[src/rtl/sysctl_pkg.sv]
package sysctl_pkg;
  localparam int unsigned WORD_W = 32;
  localparam int unsigned IRQ_N  = 6;
  localparam int unsigned CODE_W = 4;
  localparam int unsigned MASK_LSB = 8;

  localparam logic [4:0] REGNO_STATUS = 5'd12;
  localparam logic [4:0] REGNO_CAUSE  = 5'd13;
  localparam logic [4:0] REGNO_EPC    = 5'd14;
  localparam logic [4:0] REGNO_PRID   = 5'd15;

  localparam logic [CODE_W-1:0] CODE_IRQ     = 4'd0;
  localparam logic [CODE_W-1:0] CODE_SYSCALL = 4'd8;

  typedef enum logic [1:0] {ST_HOLD, ST_PUSH, ST_POP, ST_LOAD} stat_op_e;

  // exception entry: shift the mode/enable stack up by one level
  function automatic logic [WORD_W-1:0] stack_push(logic [WORD_W-1:0] s);
    return (s & 32'hFFFF_FFC0) | {26'b0, s[3:0], 2'b00};
  endfunction

  // exception return: bring the two older levels down, keep the oldest
  function automatic logic [WORD_W-1:0] stack_pop(logic [WORD_W-1:0] s);
    return (s & 32'hFFFF_FFF0) | {28'b0, s[5:2]};
  endfunction

  function automatic logic [WORD_W-1:0] cause_word(logic [CODE_W-1:0] code,
                                                   logic [IRQ_N-1:0] ip);
    return {16'b0, ip, 4'b0, code, 2'b00};
  endfunction

  function automatic logic [WORD_W-1:0] epc_value(logic [WORD_W-1:0] pc, logic dslot);
    return dslot ? pc - 32'd4 : pc;
  endfunction
endpackage

[src/rtl/sysctl_irq_detect.sv]
module sysctl_irq_detect
  import sysctl_pkg::*;
(
  input  logic [IRQ_N-1:0] irq_lines,
  input  logic [IRQ_N-1:0] irq_mask,
  input  logic             glob_en,
  output logic [IRQ_N-1:0] irq_masked,
  output logic             irq_take
);
  for (genvar i = 0; i < IRQ_N; i++) begin : g_line
    assign irq_masked[i] = irq_lines[i] & irq_mask[i];
  end
  assign irq_take = glob_en & (|irq_masked);
endmodule

[src/rtl/sysctl_status_reg.sv]
module sysctl_status_reg
  import sysctl_pkg::*;
(
  input  logic              clk,
  input  logic              rst,
  input  stat_op_e          op,
  input  logic [WORD_W-1:0] wdata,
  output logic [WORD_W-1:0] status_q
);
  always_ff @(posedge clk) begin
    if (rst) status_q <= '0;
    else begin
      case (op)
        ST_PUSH: status_q <= stack_push(status_q);
        ST_POP:  status_q <= stack_pop(status_q);
        ST_LOAD: status_q <= wdata;
        default: status_q <= status_q;
      endcase
    end
  end

  a_r2_push_shift: assert property (@(posedge clk) disable iff (rst)
    op == ST_PUSH |=> status_q[5:2] == $past(status_q[3:0]) && status_q[1:0] == 2'b00
                      && status_q[31:6] == $past(status_q[31:6]));

  a_r3_pop_shift: assert property (@(posedge clk) disable iff (rst)
    op == ST_POP |=> status_q[3:0] == $past(status_q[5:2])
                     && status_q[31:4] == $past(status_q[31:4]));

  a_r12_hold_stable: assert property (@(posedge clk) disable iff (rst)
    op == ST_HOLD |=> $stable(status_q));
endmodule

[src/rtl/sysctl_cop.sv]
module sysctl_cop
  import sysctl_pkg::*;
#(
  parameter logic [31:0] EXC_VECTOR   = 32'h8000_0080,
  parameter logic [31:0] RESET_VECTOR = 32'hBFC0_0000,
  parameter logic [31:0] PRID_VALUE   = 32'h0000_0002
) (
  input  logic        clk,
  input  logic        rst,
  input  logic        exc_syscall_i,
  input  logic [31:0] cur_pc_i,
  input  logic        in_dslot_i,
  input  logic [5:0]  irq_i,
  input  logic        rfe_i,
  input  logic        reg_wr_i,
  input  logic [4:0]  reg_num_i,
  input  logic [31:0] reg_wdata_i,
  output logic [31:0] reg_rdata_o,
  output logic        redirect_o,
  output logic [31:0] redirect_pc_o
);
  logic [WORD_W-1:0] status_q, cause_q, epc_q;
  logic [IRQ_N-1:0]  irq_masked;
  logic              irq_take, sys_take, exc_take;
  logic [CODE_W-1:0] exc_code;
  logic [IRQ_N-1:0]  exc_ip;
  logic              wr_status, wr_cause, wr_epc;
  stat_op_e          stat_op;

  sysctl_irq_detect u_irq (
    .irq_lines (irq_i),
    .irq_mask  (status_q[MASK_LSB +: IRQ_N]),
    .glob_en   (status_q[0]),
    .irq_masked(irq_masked),
    .irq_take  (irq_take)
  );

  // a system call in a delay slot is dropped; interrupts win over calls
  assign sys_take = exc_syscall_i & ~in_dslot_i;
  assign exc_take = irq_take | sys_take;
  assign exc_code = irq_take ? CODE_IRQ : CODE_SYSCALL;
  assign exc_ip   = irq_take ? irq_masked : '0;

  assign wr_status = reg_wr_i && (reg_num_i == REGNO_STATUS);
  assign wr_cause  = reg_wr_i && (reg_num_i == REGNO_CAUSE);
  assign wr_epc    = reg_wr_i && (reg_num_i == REGNO_EPC);

  always_comb begin
    if (exc_take)       stat_op = ST_PUSH;
    else if (rfe_i)     stat_op = ST_POP;
    else if (wr_status) stat_op = ST_LOAD;
    else                stat_op = ST_HOLD;
  end

  sysctl_status_reg u_status (
    .clk     (clk),
    .rst     (rst),
    .op      (stat_op),
    .wdata   (reg_wdata_i),
    .status_q(status_q)
  );

  always_ff @(posedge clk) begin
    if (rst) begin
      cause_q <= '0;
      epc_q   <= '0;
    end else if (exc_take) begin
      cause_q <= cause_word(exc_code, exc_ip);
      epc_q   <= epc_value(cur_pc_i, in_dslot_i);
    end else begin
      if (wr_cause) cause_q <= reg_wdata_i;
      if (wr_epc)   epc_q   <= reg_wdata_i;
    end
  end

  always_comb begin
    case (reg_num_i)
      REGNO_STATUS: reg_rdata_o = status_q;
      REGNO_CAUSE:  reg_rdata_o = cause_q;
      REGNO_EPC:    reg_rdata_o = epc_q;
      REGNO_PRID:   reg_rdata_o = PRID_VALUE;
      default:      reg_rdata_o = '0;
    endcase
  end

  assign redirect_o    = rst | exc_take;
  assign redirect_pc_o = rst ? RESET_VECTOR : EXC_VECTOR;

  a_r4_cause_zero_bits: assert property (@(posedge clk) disable iff (rst)
    exc_take |=> cause_q[31:16] == 16'b0 && cause_q[9:6] == 4'b0 && cause_q[1:0] == 2'b0);

  a_r9_irq_code: assert property (@(posedge clk) disable iff (rst)
    irq_take |=> cause_q[5:2] == 4'd0 && cause_q[15:10] != 6'd0);

  a_r4_syscall_code: assert property (@(posedge clk) disable iff (rst)
    sys_take && !irq_take |=> cause_q[5:2] == 4'd8 && cause_q[15:10] == 6'd0);

  a_r5_epc_rewind: assert property (@(posedge clk) disable iff (rst)
    exc_take |=> epc_q == ($past(in_dslot_i) ? $past(cur_pc_i) - 32'd4 : $past(cur_pc_i)));

  a_r6_vector: assert property (@(posedge clk) disable iff (rst)
    redirect_o |-> redirect_pc_o == EXC_VECTOR);

  a_r7_glob_off: assert property (@(posedge clk) disable iff (rst)
    !status_q[0] |-> !irq_take);

  a_r8_dslot_call: assert property (@(posedge clk) disable iff (rst)
    exc_syscall_i && in_dslot_i && !irq_take && !reg_wr_i && !rfe_i
      |=> $stable(cause_q) && $stable(epc_q) && $stable(status_q));

  a_r11_prid_fixed: assert property (@(posedge clk) disable iff (rst)
    reg_num_i == REGNO_PRID |-> reg_rdata_o == PRID_VALUE);
endmodule

[config.mk]
export PLATFORM = sky130hd
export DESIGN_NAME = sysctl_cop
export DESIGN_NICKNAME = d
export VERILOG_FILES = /design/src/rtl/sysctl_pkg.sv /design/src/rtl/sysctl_irq_detect.sv /design/src/rtl/sysctl_status_reg.sv /design/src/rtl/sysctl_cop.sv
export SDC_FILE = /design/constraint.sdc
export NUM_CORES = 1
export LEC_CHECK = 0
export BUFFER_PORTS_ARGS = -buffer_cell sky130_fd_sc_hd__buf_2
export CORE_MARGIN = 10
export CORE_UTILIZATION = 25
export DETAILED_ROUTE_END_ITERATION = 8
export GPL_TIMING_DRIVEN = 0
export HOLD_SLACK_MARGIN = 0.02
export MAX_ROUTING_LAYER = met4
export PLACE_DENSITY = 0.53
export SYNTH_ARGS = -nofsm -noshare
export SYNTH_HDL_FRONTEND = slang
export SYNTH_SLANG_ARGS = --single-unit
export TNS_END_PERCENT = 1
[constraint.sdc]
create_clock -name clk -period 3.2 [get_ports clk]
set_input_delay 0.64 -clock clk [delete_from_list [all_inputs] [get_ports clk]]
set_output_delay 0.64 -clock clk [all_outputs]
set_load 0.01 [all_outputs]
### After elaboration in Yosys (flattened, before gate mapping)

Cells that the tools add are included.

| word-level totals | value |
|---|---|
| flip-flop bits (word level) | 96 |
| latch bits | 0 |
| memory bits (writable) | 0 |
| ROM bits | 0 |
| bits of input ports | 81 |
| output and inout bits | 65 |
| logic and storage cells | 46 |
| memories | 0 |

| cells by class | value |
|---|---|
| add/subtract/negate cells | 1 |
| $mul | 0 |
| divide/modulo/power cells | 0 |
| magnitude comparators | 0 |
| equality and inequality tests | 7 |
| shifts and indexed selects | 0 |
| multiplexer cells | 13 |
| bitwise logic cells | 13 |
| reduce and logical (&&, ||, !) cells | 8 |

Operators by type and width:

| cell | count |
|---|---|
| case mux 32 bit (4 select lines) | 1 |
| two-way mux 32 bit | 3 |
| case mux 32 bit (3 select lines) | 1 |
| two-way mux 16 bit | 2 |
| OR 32 x 4 -> 32 bit | 1 |
| OR 32 x 6 -> 32 bit | 1 |
| subtractor 32 x 3 -> 32 bit (second input constant) | 1 |
| two-way mux 30 bit | 1 |
| equality test 5 x 4 -> 1 bit (second input constant) | 4 |
| AND 1 bit | 8 |
| two-way mux 2 bit | 3 |
| two-way mux 6 bit | 1 |
| OR reduction 6 bit | 1 |
| equality test 2 bit (second input constant) | 2 |
| two-way mux 4 bit | 1 |
| nonzero test 2 bit | 2 |
| logical AND 1 bit | 3 |
| nonzero test 3 bit | 1 |
| equality test 2 x 1 -> 1 bit (second input constant) | 1 |
| OR 1 bit | 2 |
| OR reduction 2 bit | 1 |
| NOT 1 bit | 1 |

### Depth between registers and ports, before layout

Gate-level depths: netlist of run 1.

| logic depth | value |
|---|---|
| word-level depth | 7 |
| gate-level depth with buffers | 8 |
| gate-level depth less buffers | 7 |

### Hierarchy

From an unflattened synthesis of run 1, not the netlist that was laid out.

| unflattened totals | value |
|---|---|
| cells, all modules | 775 |
| area, all modules | 6,052.1 µm² |

Modules (own cells, without submodules):

| module | times used | cells each | area each (µm²) | sequential area each (µm²) |
|---|---|---|---|---|
| sysctl_cop | 1 | 622 | 4,553.1 | 1,281.2 |
| sysctl_status_reg | 1 | 144 | 1,431.4 | 640.6 |
| sysctl_irq_detect | 1 | 9 | 67.6 | 0.0 |

### Least setup slack after synthesis of run 1

OpenSTA, ideal clock, no wires.

| timing path | value |
|---|---|
| path type | input to register |
| start | input port cur_pc_i[3] |
| end | register epc_q[31] |
| library setup time | 0.122 ns |
| arrival | 2.703 ns |
| required time | 3.078 ns |
| path slack | 0.375 ns |
| stages | 7 |
| path buffers | 2 |
| cells stage by stage | or4b_1 > buf_2 > or4b_4 > buf_6 > or2_1 > o31a_1 > o311a_1 |

| between the ends | value |
|---|---|
| cells in the longest elaborated chain, start to end | 3 |

RTL lines:

| what | line | source |
|---|---|---|
| start: declaration | sysctl_cop.sv:11 | `input logic [31:0] cur_pc_i,` |
| subtractor 32 x 3 -> 32 bit | sysctl_pkg.sv:33 | `return dslot ? pc - 32'd4 : pc;` |
| two-way mux 32 bit | sysctl_pkg.sv:33 |  |
| two-way mux 32 bit | sysctl_cop.sv:67 | `end else if (exc_take) begin` |
| end signal: assignment | sysctl_cop.sv:69 | `epc_q <= epc_value(cur_pc_i, in_dslot_i);` |
| end signal: assignment | sysctl_cop.sv:72 | `if (wr_epc) epc_q <= reg_wdata_i;` |
| end: declaration | sysctl_cop.sv:22 | `logic [WORD_W-1:0] status_q, cause_q, epc_q;` |

No other way between the ends.
A chain may end at the register's enable or synchronous reset.

### Worst setup path after layout of run 1

| timing path | value |
|---|---|
| start | input port reg_num_i[1] |
| end | output port reg_rdata_o[5] |

| between the ends | value |
|---|---|
| cells in the longest elaborated chain, start to end | 2 |
| elaborated cells between the ends (all ways) | 5 |
| those cells by class | 4 x eq/ne; 1 x mux |

RTL lines:

| what | line | source |
|---|---|---|
| start: declaration | sysctl_cop.sv:16 | `input logic [4:0] reg_num_i,` |
| equality test 5 x 4 -> 1 bit | sysctl_cop.sv:77 | `case (reg_num_i)` |
| case mux 32 bit (4 select lines) (*) | sysctl_cop.sv:77 |  |
| end: declaration | sysctl_cop.sv:18 | `output logic [31:0] reg_rdata_o,` |

Mark *: on every way between the ends. The rest lies on a longest branch, timed or not.

==> results of run 1 <==
## stage by stage
step           TNS, ns  total power, mW  std cells  area (µm²)
4_1_cts              0             2.75       1111        6640
3_5_place_dp     -5.61             1.69       1097        6350
3_3_place_gp     -5.70             1.68       1097        6350
5_1_grt         -0.649             2.85       1113        6660
2_1_floorplan        0             1.51        703        5410
6_report             0             2.74       1114        6660
## cells by family after synthesis
group | count (synthesis) | share of synthesized area (%)
and+or+nand+nor | 255 | 21.1
AOI/OAI and AO/OA | 159 | 19.3
DFF | 96 | 36.0
buffers and inverters | 91 | 8.82
muxes | 51 | 9.92
xor gates and xnor gates | 27 | 4.43
other | 2 | 0.141
adders and majority gates | 1 | 0.235
## worst register-to-register path, stage by stage, from the launching register on
cell and delay (ns):
dfxtp_1 0.37, a22oi_1 0.22, a31oi_1 0.23, nor2_1 0.76, clkbuf_1 0.53, o21ai_0 0.18
a221oi_1 0.30
## state kept, by name (all words and copies together) (netlist names)
name	count
cause_q	32
epc_q	32
u_status.status_q	32
## per-layer routing
metal	up-vias	GRT usage (%)
met2	241	22.5
met1	2480	19.7
met5	-	-
met3	20	3.95
met4	0	4.04
li1	2641	-
## area by class of cell
cell class	instances	area, µm²	area share, %
clock inverters	6	61.3	0.921
clock buffers	9	225	3.38
well taps	275	344	5.17
inverters	6	22.5	0.338
flip-flops and latches	96	1920	28.9
multi-input cells	516	3030	45.6
diodes	3	7.51	0.113
plain buffers	84	445	6.69
repair buffers	119	596	8.95
## power by group through the flow
| stage | logic (mW) | clock network, mW | registers, mW |
|---|---|---|---|
| after floorplan | 0.229 | 0 | 1.28 |
| after global placement | 0.397 | 0 | 1.29 |
| after detailed placement | 0.400 | 0 | 1.29 |
| after CTS | 0.401 | 1.09 | 1.26 |
| after global routing | 0.444 | 1.14 | 1.26 |
| final | 0.405 | 1.07 | 1.26 |
## synthesized netlist by cell type (all sizes together) (10+ instances only)
cell type / number
a21oi: 72
a22o: 27
a311oi: 16
buf: 35
clkbuf: 50
dfxtp: 96
mux2: 15
mux2i: 36
nand2: 95
nor2: 97
nor3: 10
nor4: 11
o21ai: 19
xnor2: 21
## what timing repair did
action	4_1_cts	5_1_grt
buffers inserted	0	0
gates cloned	0	0
pin swaps	0	0
endpoints found under the setup margin	1	39
resized for setup	1	3
## worst min-delay path by stage
stage,slack (ns),to,startpoint,cells past startpoint
final,0.45,cause_q[20],cause_q[20],2
after global routing,0.48,cause_q[9],cause_q[9],2
after CTS,0.46,cause_q[20],cause_q[20],2
after detailed placement,0.45,cause_q[20],cause_q[20],2
after global placement,0.44,cause_q[27],cause_q[27],2
after floorplan,0.44,cause_q[1],cause_q[1],2
==> metrics.md, run 1 <==
| Metric | Value |
|---|---|
| First-pass GRT wire length | `around 32 mm` |
| Die height | `166 µm` |
| Critical R2R Launch | `u_status.status_q[9]` |
| Routability cong. | `0.945` |
| Status | `complete, no violations` |
| Worst Setup End Kind | `output pin` |
| Count of final setup violators | `0` |
| RSZ-0062 raised after global routing | `yes` |
| CP top delay family | `buffers and inverters` |
| Port Buffers | `approximately 120` |
| Clock skew | `0.00998 ns` |
| Top Metal Used | `met4` |
| H-Tree Level Count | `3` |
| P_int | `between 1.5 and 2 mW` |
| Psw | `about 0.75 mW` |
| Area grow syn2layout | `24.8%` |
| CP max-delay cell | `clkbuf_1` |
| Synth async-reset ratio | `0%` |
| IO Pins | `approximately 150` |
| CP max stage delay | `about 0.75 ns` |
| Pin count of the biggest net entering global routing | `16` |
| Routed Antenna Nets | `0` |
| Flop-to-flop setup slack | `between 0.5 and 0.6 ns` |
| CTS max path bufs | `2` |
| Most frequent cells in the layout | `buf_2, nor2_1, dfxtp_1, nand2_1, a21oi_1` |
| Synth Area per Inst | `7.82 µm²` |
| Smallest hold slack | `about 0.45 ns` |
| Vias/cell | `~4.8` |
| Die span in x | `between 150 and 200 µm` |
| Insertion delay to the later sink of the worst-skew pair | `about 0.34 ns` |
| Initial core utilization | `around a quarter` |
| Largest cells by area after synthesis | `dfxtp_1, nor2_1, a21oi_1` |
| HPWL after DPL | `~16 mm` |
| Total number of vias | `5382` |
| Mapped Cells | `slightly below 700` |
| Clk pwr share | `between 30% and 40%` |
| Dpl ws | `-0.292 ns` |
| Post-DR wirelength/cell | `roughly 19 µm` |
| Final Cycle Share | `99.0%` |
| Wire length on met3 | `1.94 mm` |
| Routed wire length | `~21 mm` |
| CP startpoint | `reg_num_i[1]` |
| Initial antenna violation count | `2` |
| Most common flop cell mapped by yosys | `dfxtp_1` |
| Comb pwr share | `roughly 15%` |
| DR pass1 iterations | `5` |
| Nets | `914` |
| Max-slew violation count | `0` |
| Startpoint Class | `primary input` |
| Fill count | `roughly 2300` |
| Worst Path Max Fanout | `10` |
| Max VDD drop | `about 0.00021 V` |
| CP Cell Sequence | `clkbuf_1, clkbuf_1, mux2i_1, nor2_1, a21oi_1, nor2_1, buf_2` |
| Remaining design rule violation count | `0` |
| Final hold viol count | `0` |
| TritonCTS Buffers | `9` |
| Critical path arrival | `2.53 ns` |
| Clk sinks | `between 90 and 100` |
| Max-cap viol count | `0` |
| Post-synth EDFFs | `0` |
| Total Routing Usage GR | `approximately 15%` |
| Vias in the first global route | `5311` |
| Area leader, netlist | `dfxtp_1` |
| Critical path type | `in -> out` |
| Most common cell after layout, fill and taps aside | `buf_2` |
| Highest clock rate | `between 0.3 and 0.4 GHz` |
| Synth Cell Area | `around 0.0053 mm²` |
| Distinct cells, synth | `46` |
| Flops & latches, synth | `96` |
| Slew HR | `a little under two fifths` |
| CORE AREA | `~0.021 mm²` |
| Yosys top cell area share | `36.0%` |
| Row count | `between 50 and 60` |
| Setup crit end | `reg_rdata_o[5]` |
| Hold crit path type | `reg -> reg` |
| Share of layout cells above drive strength 1 | `22.8%` |
| Buffers & Inverters on Critical Path | `3` |
| Sw Share | `a little over a quarter` |
| Register-to-Register Path Depth | `6` |
| Final Util | `between 30% and 40%` |
| Worst EP required | `about 2.6 ns` |
| CTS tree | `yes` |
| Sequential element share of the synthesized area | `36.0%` |
| Fin worst setup slack | `~0.032 ns` |
| Final Critical Period | `about 3.2 ns` |
| Critical path depth in cells | `7` |
| Synth warnings | `0` |
| Initial DRC Count | `557` |
| Worst R2R End | `cause_q[14]` |
| Wire length on met2 | `9.25 mm` |
| Clock-pin slew on the worst setup and hold paths | `approximately 0.06 ns` |
| Sequential fraction of design power | `roughly 46%` |
| PwrDens | `about 410 mW/mm²` |
| Leak | `approximately 2.6 nW` |
| Total Die Area | `roughly 0.028 mm²` |
| Met1 Routed Length | `between 9 and 10 mm` |
| Slew at the pin with the worst max-slew slack | `0.939 ns` |
| Root buf cell | `clkbuf_16` |
| GRT overflow | `0` |
| Post-CTS Hold Fix Bufs | `0` |
Note: power is estimated with default switching activity, not from simulation.
==> run 2, diff against run 1 <==
--- a/config.mk
+++ b/config.mk
@@ -7,12 +7,12 @@
 export LEC_CHECK = 0
 export BUFFER_PORTS_ARGS = -buffer_cell sky130_fd_sc_hd__buf_2
 export CORE_MARGIN = 10
-export CORE_UTILIZATION = 25
+export CORE_UTILIZATION = 30
 export DETAILED_ROUTE_END_ITERATION = 8
 export GPL_TIMING_DRIVEN = 0
 export HOLD_SLACK_MARGIN = 0.02
 export MAX_ROUTING_LAYER = met4
-export PLACE_DENSITY = 0.53
+export PLACE_DENSITY = 0.6
 export SYNTH_ARGS = -nofsm -noshare
 export SYNTH_HDL_FRONTEND = slang
 export SYNTH_SLANG_ARGS = --single-unit
==> run 2 against run 1 <==
Effect of this change: clock skew is 0.0013 ns lower; die area is 15% lower; sequential power hardly changed; the run now ends with negative setup slack left; setup slack worse by 0.044 ns; core utilization is 6.5 points higher; maximum frequency is 1.4% lower; count of clock-buffer cells in the layout is 3 higher; non-clock buffer count stayed put; global-route usage is 1.7 points higher; via count is 1.2% lower; cell count is 4.8% lower.
==> metrics.md, run 2 (synthesis results as in run 1) <==
| Metric | Value |
|---|---|
| Clock-pin slew on the worst setup and hold paths | `0.06 ns (about the same)` |
| Fin worst setup slack | `-0.0129 ns (-0.0444 ns)` |
| Total number of vias | `5315 (-1.2%)` |
| Status | `finished, violations left` |
| Max-cap viol count | `0 (unchanged)` |
| HPWL after DPL | `15.5 mm (-5.6%)` |
| Clock skew | `0.00867 ns (-0.00131 ns)` |
| Fill count | `1842 (-20%)` |
| Die span in x | `153 µm (-7.7%)` |
| Nets | `914 (unchanged)` |
| Total Die Area | `0.0235 mm² (-15%)` |
| Final Critical Period | `3.21 ns (+0.0444 ns)` |
| IO Pins | `146 (unchanged)` |
| Slew at the pin with the worst max-slew slack | `0.956 ns (+0.0168 ns)` |
| Total Routing Usage GR | `16.8% (+1.7 points)` |
| Max-slew violation count | `0 (unchanged)` |
| Max VDD drop | `0.000267 V (+29%)` |
| Count of final setup violators | `2 (+2)` |
| Biggest regs | `cause_q x32, epc_q x32, u_status.status_q x32` |
| Routed Antenna Nets | `0 (unchanged)` |
| Slew HR | `36.3% (-1.1 points)` |
| Hold crit path type | `reg -> reg` |
| Insertion delay to the later sink of the worst-skew pair | `0.35 ns (about the same)` |
| Ant. Diodes | `0 (-3)` |
| Clk sinks | `96 (unchanged)` |
| Most frequent cells in the layout | `buf_2, nor2_1, dfxtp_1, nand2_1, a21oi_1` |
| CP max-delay cell | `clkbuf_1` |
| CTS max path bufs | `2 (unchanged)` |
| Post-DR wirelength/cell | `19.0 µm (-0.17%)` |
| Leak | `2.66 nW (+0.67%)` |
| TritonCTS Buffers | `9 (unchanged)` |
| Worst Setup End Kind | `output pin` |
| Routed wire length | `20.1 mm (-4.9%)` |
| Area of the multi-input gates | `0.00303 mm² (unchanged)` |
| CP Cell Sequence | `clkbuf_1, clkbuf_1, mux2i_1, nor2_1, a21oi_1, nor2_1, buf_2` |
| Routability cong. | `0.922 (-2.4%)` |
| Root buf cell | `clkbuf_16` |
| Row count | `48 (-9.4%)` |
| Final hold viol count | `0 (unchanged)` |
| Dpl ws | `-0.297 ns (-0.00518 ns)` |
| GRT overflow | `0 (unchanged)` |
| Failing checks | `negative setup slack` |
| PostCTS Resize Cnt | `1 (unchanged)` |
| Post-route setup TNS | `-0.0156 ns (-0.0156 ns)` |
| PwrDens | `430 mW/mm² (+4.5%)` |
| Post-CTS Hold Fix Bufs | `0 (unchanged)` |
| Worst EP required | `2.56 ns (about the same)` |
| Pin count of the biggest net entering global routing | `15 (-1)` |
| CTS tree | `yes` |
| Smallest hold slack | `0.455 ns (+0.000682 ns)` |
| H-Tree Level Count | `3 (unchanged)` |
| Critical path type | `in -> out` |
| DR pass1 iterations | `5 (unchanged)` |
| Vias in the first global route | `5210 (-1.9%)` |
| Reg area | `0.00192 mm² (unchanged)` |
| Initial core utilization | `30.7% (+5.4 points)` |
| Highest clock rate | `0.311 GHz (-1.4%)` |
| Port Buffers | `119 (unchanged)` |
| Initial DRC Count | `501 (-10%)` |
| RSZ-0062 raised after global routing | `yes` |
| Remaining design rule violation count | `0 (unchanged)` |
| Startpoint Class | `primary input` |
| First-pass GRT wire length | `30.6 mm (-5.1%)` |
| Most common cell after layout, fill and taps aside | `buf_2` |
| Post CTS Setup Buffer Count | `0 (unchanged)` |
| Area grow syn2layout | `24.2%` |
| CORE AREA | `0.0174 mm² (-17%)` |
| Final Cycle Share | `100% (+1.4 points)` |
| Vias/cell | `5.01 (+3.7%)` |
| CP max stage delay | `0.77 ns (+0.02 ns)` |
| Die height | `153 µm (-7.7%)` |
| Initial antenna violation count | `0 (-2)` |
| Worst Path Max Fanout | `10 (unchanged)` |
| Share of layout cells above drive strength 1 | `22.7% (-0.12 points)` |
| Critical path arrival | `2.57 ns (+0.04 ns)` |
## run 2: cell types whose count changed in the layout (fill, tap and decap cells not counted)
cell and delta:
clkinv_4 -1, diode_2 -3, clkinv_2 -2, clkbuf_1 +1
clkbuf_8 +2, bufinv_16 +1, clkinvlp_4 -1
## run 2: path summary, 6_finish.rpt
path,startpoint,end,slack [ns],cells after the start
worst max-delay path,reg_num_i[1],reg_rdata_o[23],-0.01,7
worst min register to register,cause_q[21],cause_q[21],0.46,2
worst max register to register,u_status.status_q[0],u_status.status_q[12],0.52,8
worst min-delay path,cause_q[21],cause_q[21],0.46,2
## run 2: cell type report
cell class	instances	area share [%]
Buffer	84	6.73
Clock buffer	12	3.87
Clock inverter	3	0.982
Inverter	6	0.340
Multi-Input combinational cell	516	45.8
Sequential cell	96	29.0
Tap cell	225	4.25
Timing Repair Buffer	119	8.99
## run 2: metrics by stage
| step | instance area (µm²) | instances | power (mW) | utilization [%] |
|---|---|---|---|---|
| after floorplan | 5410 | 703 | 1.51 | - |
| after global placement | 6290 | 1047 | 1.67 | 36.2 |
| after detailed placement | 6290 | 1047 | 1.68 | 36.2 |
| after CTS | 6610 | 1061 | 2.84 | 38.1 |
| after global routing | 6620 | 1061 | 2.94 | 38.2 |
| final | 6620 | 1061 | 2.85 | 38.2 |
## run 2: report_power, final
group / switching [mW] / internal, mW / total [mW]
Clock: 0.463 / 0.723 / 1.19
Sequential: 0.0258 / 1.23 / 1.26
Combinational: 0.241 / 0.159 / 0.400
## run 2: worst max-delay path, delay by kind of cell
kind                   cells  cell delay [ns]
multiplexers               1             0.30
AND/OR/NAND/NOR            2             0.12
buffers and inverters      3             1.27
AO/OA/AOI/OAI              1             0.24
## run 2: metal layers
layer  wire length, µm  track usage (%)  vias up
met4               284             4.54        0
met1              9300             21.9     2428
li1                  -                -     2636
met5                 0                -        -
met3              1510             3.40       21
met2              9000             25.8      230
==> run 3, diff against run 2 <==
==> constraint.sdc (replaced) <==
create_clock -name clk -period 3.2 [get_ports clk]
set_input_delay 0.32 -clock clk [delete_from_list [all_inputs] [get_ports clk]]
set_output_delay 0.32 -clock clk [all_outputs]
set_load 0.01 [all_outputs]
==> run 3 against run 2 <==
Effect of this change: the flow now finishes without violations; total power fell by 0.10%; register-to-register slack improved by 0.04 ns; combinational power about the same; clock power about the same; count of clock-buffer cells in the layout stayed put; sequential share of layout area increased by 0.060 points; clock skew barely moved; critical path depth decreased by 1; worst hold slack got worse by 0.24 ns; global-route usage did not move; die area is the same.
==> metrics.md, run 3 (synthesis results as in run 1) <==
| Metric | Value |
|---|---|
| Status | `complete, no violations` |
| GRT overflow | `0 (unchanged)` |
| Share of layout cells above drive strength 1 | `22.6% (-0.12 points)` |
| Most common cell after layout, fill and taps aside | `buf_2` |
| Sw Share | `25.6% (-0.046 points)` |
| Critical R2R Launch | `u_status.status_q[0]` |
| PwrDens | `430 mW/mm² (+0.11%)` |
| Post-route setup TNS | `0 ns (+0.0156 ns)` |
| Routed wire length | `20.1 mm (+0.13%)` |
| Hold_sp | `reg_wdata_i[13]` |
| Row count | `48 (unchanged)` |
| Post CTS Setup Buffer Count | `0 (unchanged)` |
| CORE AREA | `0.0174 mm² (unchanged)` |
| Final Power | `2.84 mW (-0.10%)` |
| Final Cycle Share | `91.5% (-8.9 points)` |
| Insertion delay to the later sink of the worst-skew pair | `0.35 ns (about the same)` |
| Vias in the first global route | `5213 (+0.058%)` |
| DR pass1 iterations | `5 (unchanged)` |
| CTS max path bufs | `2 (unchanged)` |
| Total Routing Usage GR | `16.8% (unchanged)` |
| Worst Setup End Kind | `output pin` |
| Final hold viol count | `0 (unchanged)` |
| Startpoint Class | `flip-flop` |
| Biggest regs | `cause_q x32, epc_q x32, u_status.status_q x32` |
| Routed Antenna Nets | `0 (unchanged)` |
| Area of the multi-input gates | `0.00302 mm² (-0.45%)` |
| CP startpoint | `u_status.status_q[0]` |
| Max-cap viol count | `0 (unchanged)` |
| Area grow syn2layout | `23.9%` |
| Total number of vias | `5305 (-0.19%)` |
| HPWL after DPL | `15.5 mm (unchanged)` |
| Remaining design rule violation count | `0 (unchanged)` |
| Highest clock rate | `0.341 GHz (+9.7%)` |
| Psw | `0.728 mW (-0.28%)` |
| Clk sinks | `96 (unchanged)` |
| Pin count of the biggest net entering global routing | `15 (unchanged)` |
| Most frequent cells in the layout | `buf_2, nor2_1, dfxtp_1, nand2_1, a21oi_1` |
| First-pass GRT wire length | `30.6 mm (unchanged)` |
| Critical path arrival | `2.61 ns (+0.04 ns)` |
| Clk pwr share | `41.6% (about the same)` |
| Leak | `2.66 nW (about the same)` |
| Reg area | `0.00192 mm² (unchanged)` |
| Clock-pin slew on the worst setup and hold paths | `0.07 ns (about the same)` |
| Placed Cells | `1047 (unchanged)` |
| Clock skew | `0.00847 ns (-0.000200 ns)` |
| Slew at the pin with the worst max-slew slack | `1.06 ns (+0.104 ns)` |
| Post-DR wirelength/cell | `19.0 µm (+0.13%)` |
| Critical path type | `reg -> out` |
| Vias/cell | `5.00 (-0.19%)` |
| Die span in x | `153 µm (unchanged)` |
| Port Buffers | `119 (unchanged)` |
| Post-CTS Hold Fix Bufs | `0 (unchanged)` |
| Worst EP required | `2.88 ns (+0.32 ns)` |
| Count of final setup violators | `0 (-2)` |
| Final std cells w/o fill | `1061 (unchanged)` |
| RSZ-0062 raised after global routing | `no` |
| TritonCTS Buffers | `9 (unchanged)` |
| P_int | `2.12 mW (about the same)` |
| Sequential fraction of design power | `44.3% (about the same)` |
| CTS tree | `yes` |
| Nets | `914 (unchanged)` |
| Slew HR | `28.7% (-7.5 points)` |
| Initial core utilization | `30.7% (unchanged)` |
| IO Pins | `146 (unchanged)` |
| Initial antenna violation count | `0 (unchanged)` |
| H-Tree Level Count | `3 (unchanged)` |
| Final Critical Period | `2.93 ns (-0.284 ns)` |
| Fill count | `1843 (+0.054%)` |
| Max-slew violation count | `0 (unchanged)` |
| Hold crit path type | `in -> reg` |
| Worst Path Max Fanout | `10 (unchanged)` |
| Initial DRC Count | `455 (-9.2%)` |
| Max VDD drop | `0.000268 V (+0.49%)` |
| Die height | `153 µm (unchanged)` |
| Routability cong. | `0.922 (unchanged)` |
| Total Die Area | `0.0235 mm² (unchanged)` |
| Ant. Diodes | `0 (unchanged)` |
| Fin worst setup slack | `0.271 ns (+0.284 ns)` |
| Root buf cell | `clkbuf_16` |
| Dpl ws | `0.0228 ns (+0.320 ns)` |
| Comb pwr share | `14.1% (about the same)` |
[run 3: cell count changes in the layout (fill, tap and decap cells not counted), sizes merged]
| cell | previous run | this run |
|---|---|---|
| clkbuf | 60 | 61 |
| buf | 155 | 154 |
[run 3: layout make-up]
class	count	area share, %
Clock inverter	3	0.984
Tap cell	225	4.26
Buffer	84	6.74
Clock buffer	12	3.88
Inverter	6	0.341
Timing Repair Buffer	119	9.01
Sequential cell	96	29.1
Multi-Input combinational cell	516	45.7
[run 3: critical path, cell delays in order, from the launching register on]
cell	delay, ns
dfxtp_1	0.30
clkbuf_1	0.31
inv_1	0.12
a31oi_1	0.44
or3_1	0.51
buf_2	0.38
buf_2	0.19
[run 3: path summary, 6_finish.rpt]
kind,to,slack (ns),cells past startpoint
max,redirect_o,0.27,6
min,u_status.status_q[13],0.21,2
max reg2reg,u_status.status_q[18],0.56,8
min reg2reg,cause_q[21],0.46,2
[run 3: through the flow]
stage	cell area [µm²]	hold WS, ns	util (%)
after floorplan	5410	0.428	-
after global placement	6290	0.442	36.2
after detailed placement	6290	0.447	36.2
after CTS	6610	0.210	38.1
after global routing	6610	0.225	38.1
final	6610	0.213	38.1
[run 3: per-layer routing]
layer / vias up / global-route usage [%] / routed length [µm]
li1: 2640 / - / -
met1: 2428 / 21.9 / 9490
met2: 217 / 25.8 / 8950
met3: 20 / 3.40 / 1420
met4: 0 / 4.54 / 274
met5: - / - / 0
[run 3: power by group through the flow]
stage	registers [mW]	clock network [mW]	logic [mW]
final	1.26	1.18	0.400
after global routing	1.26	1.24	0.437
after CTS	1.26	1.19	0.395
after detailed placement	1.29	0	0.393
after global placement	1.29	0	0.389
after floorplan	1.28	0	0.229
[run 3: repair_timing]
| action | 4_1_cts | 5_1_grt |
|---|---|---|
| endpoints found under the hold margin | 0 | 0 |
| gates resized for setup | 1 | 0 |
| endpoints found under the setup margin | 1 | 1 |
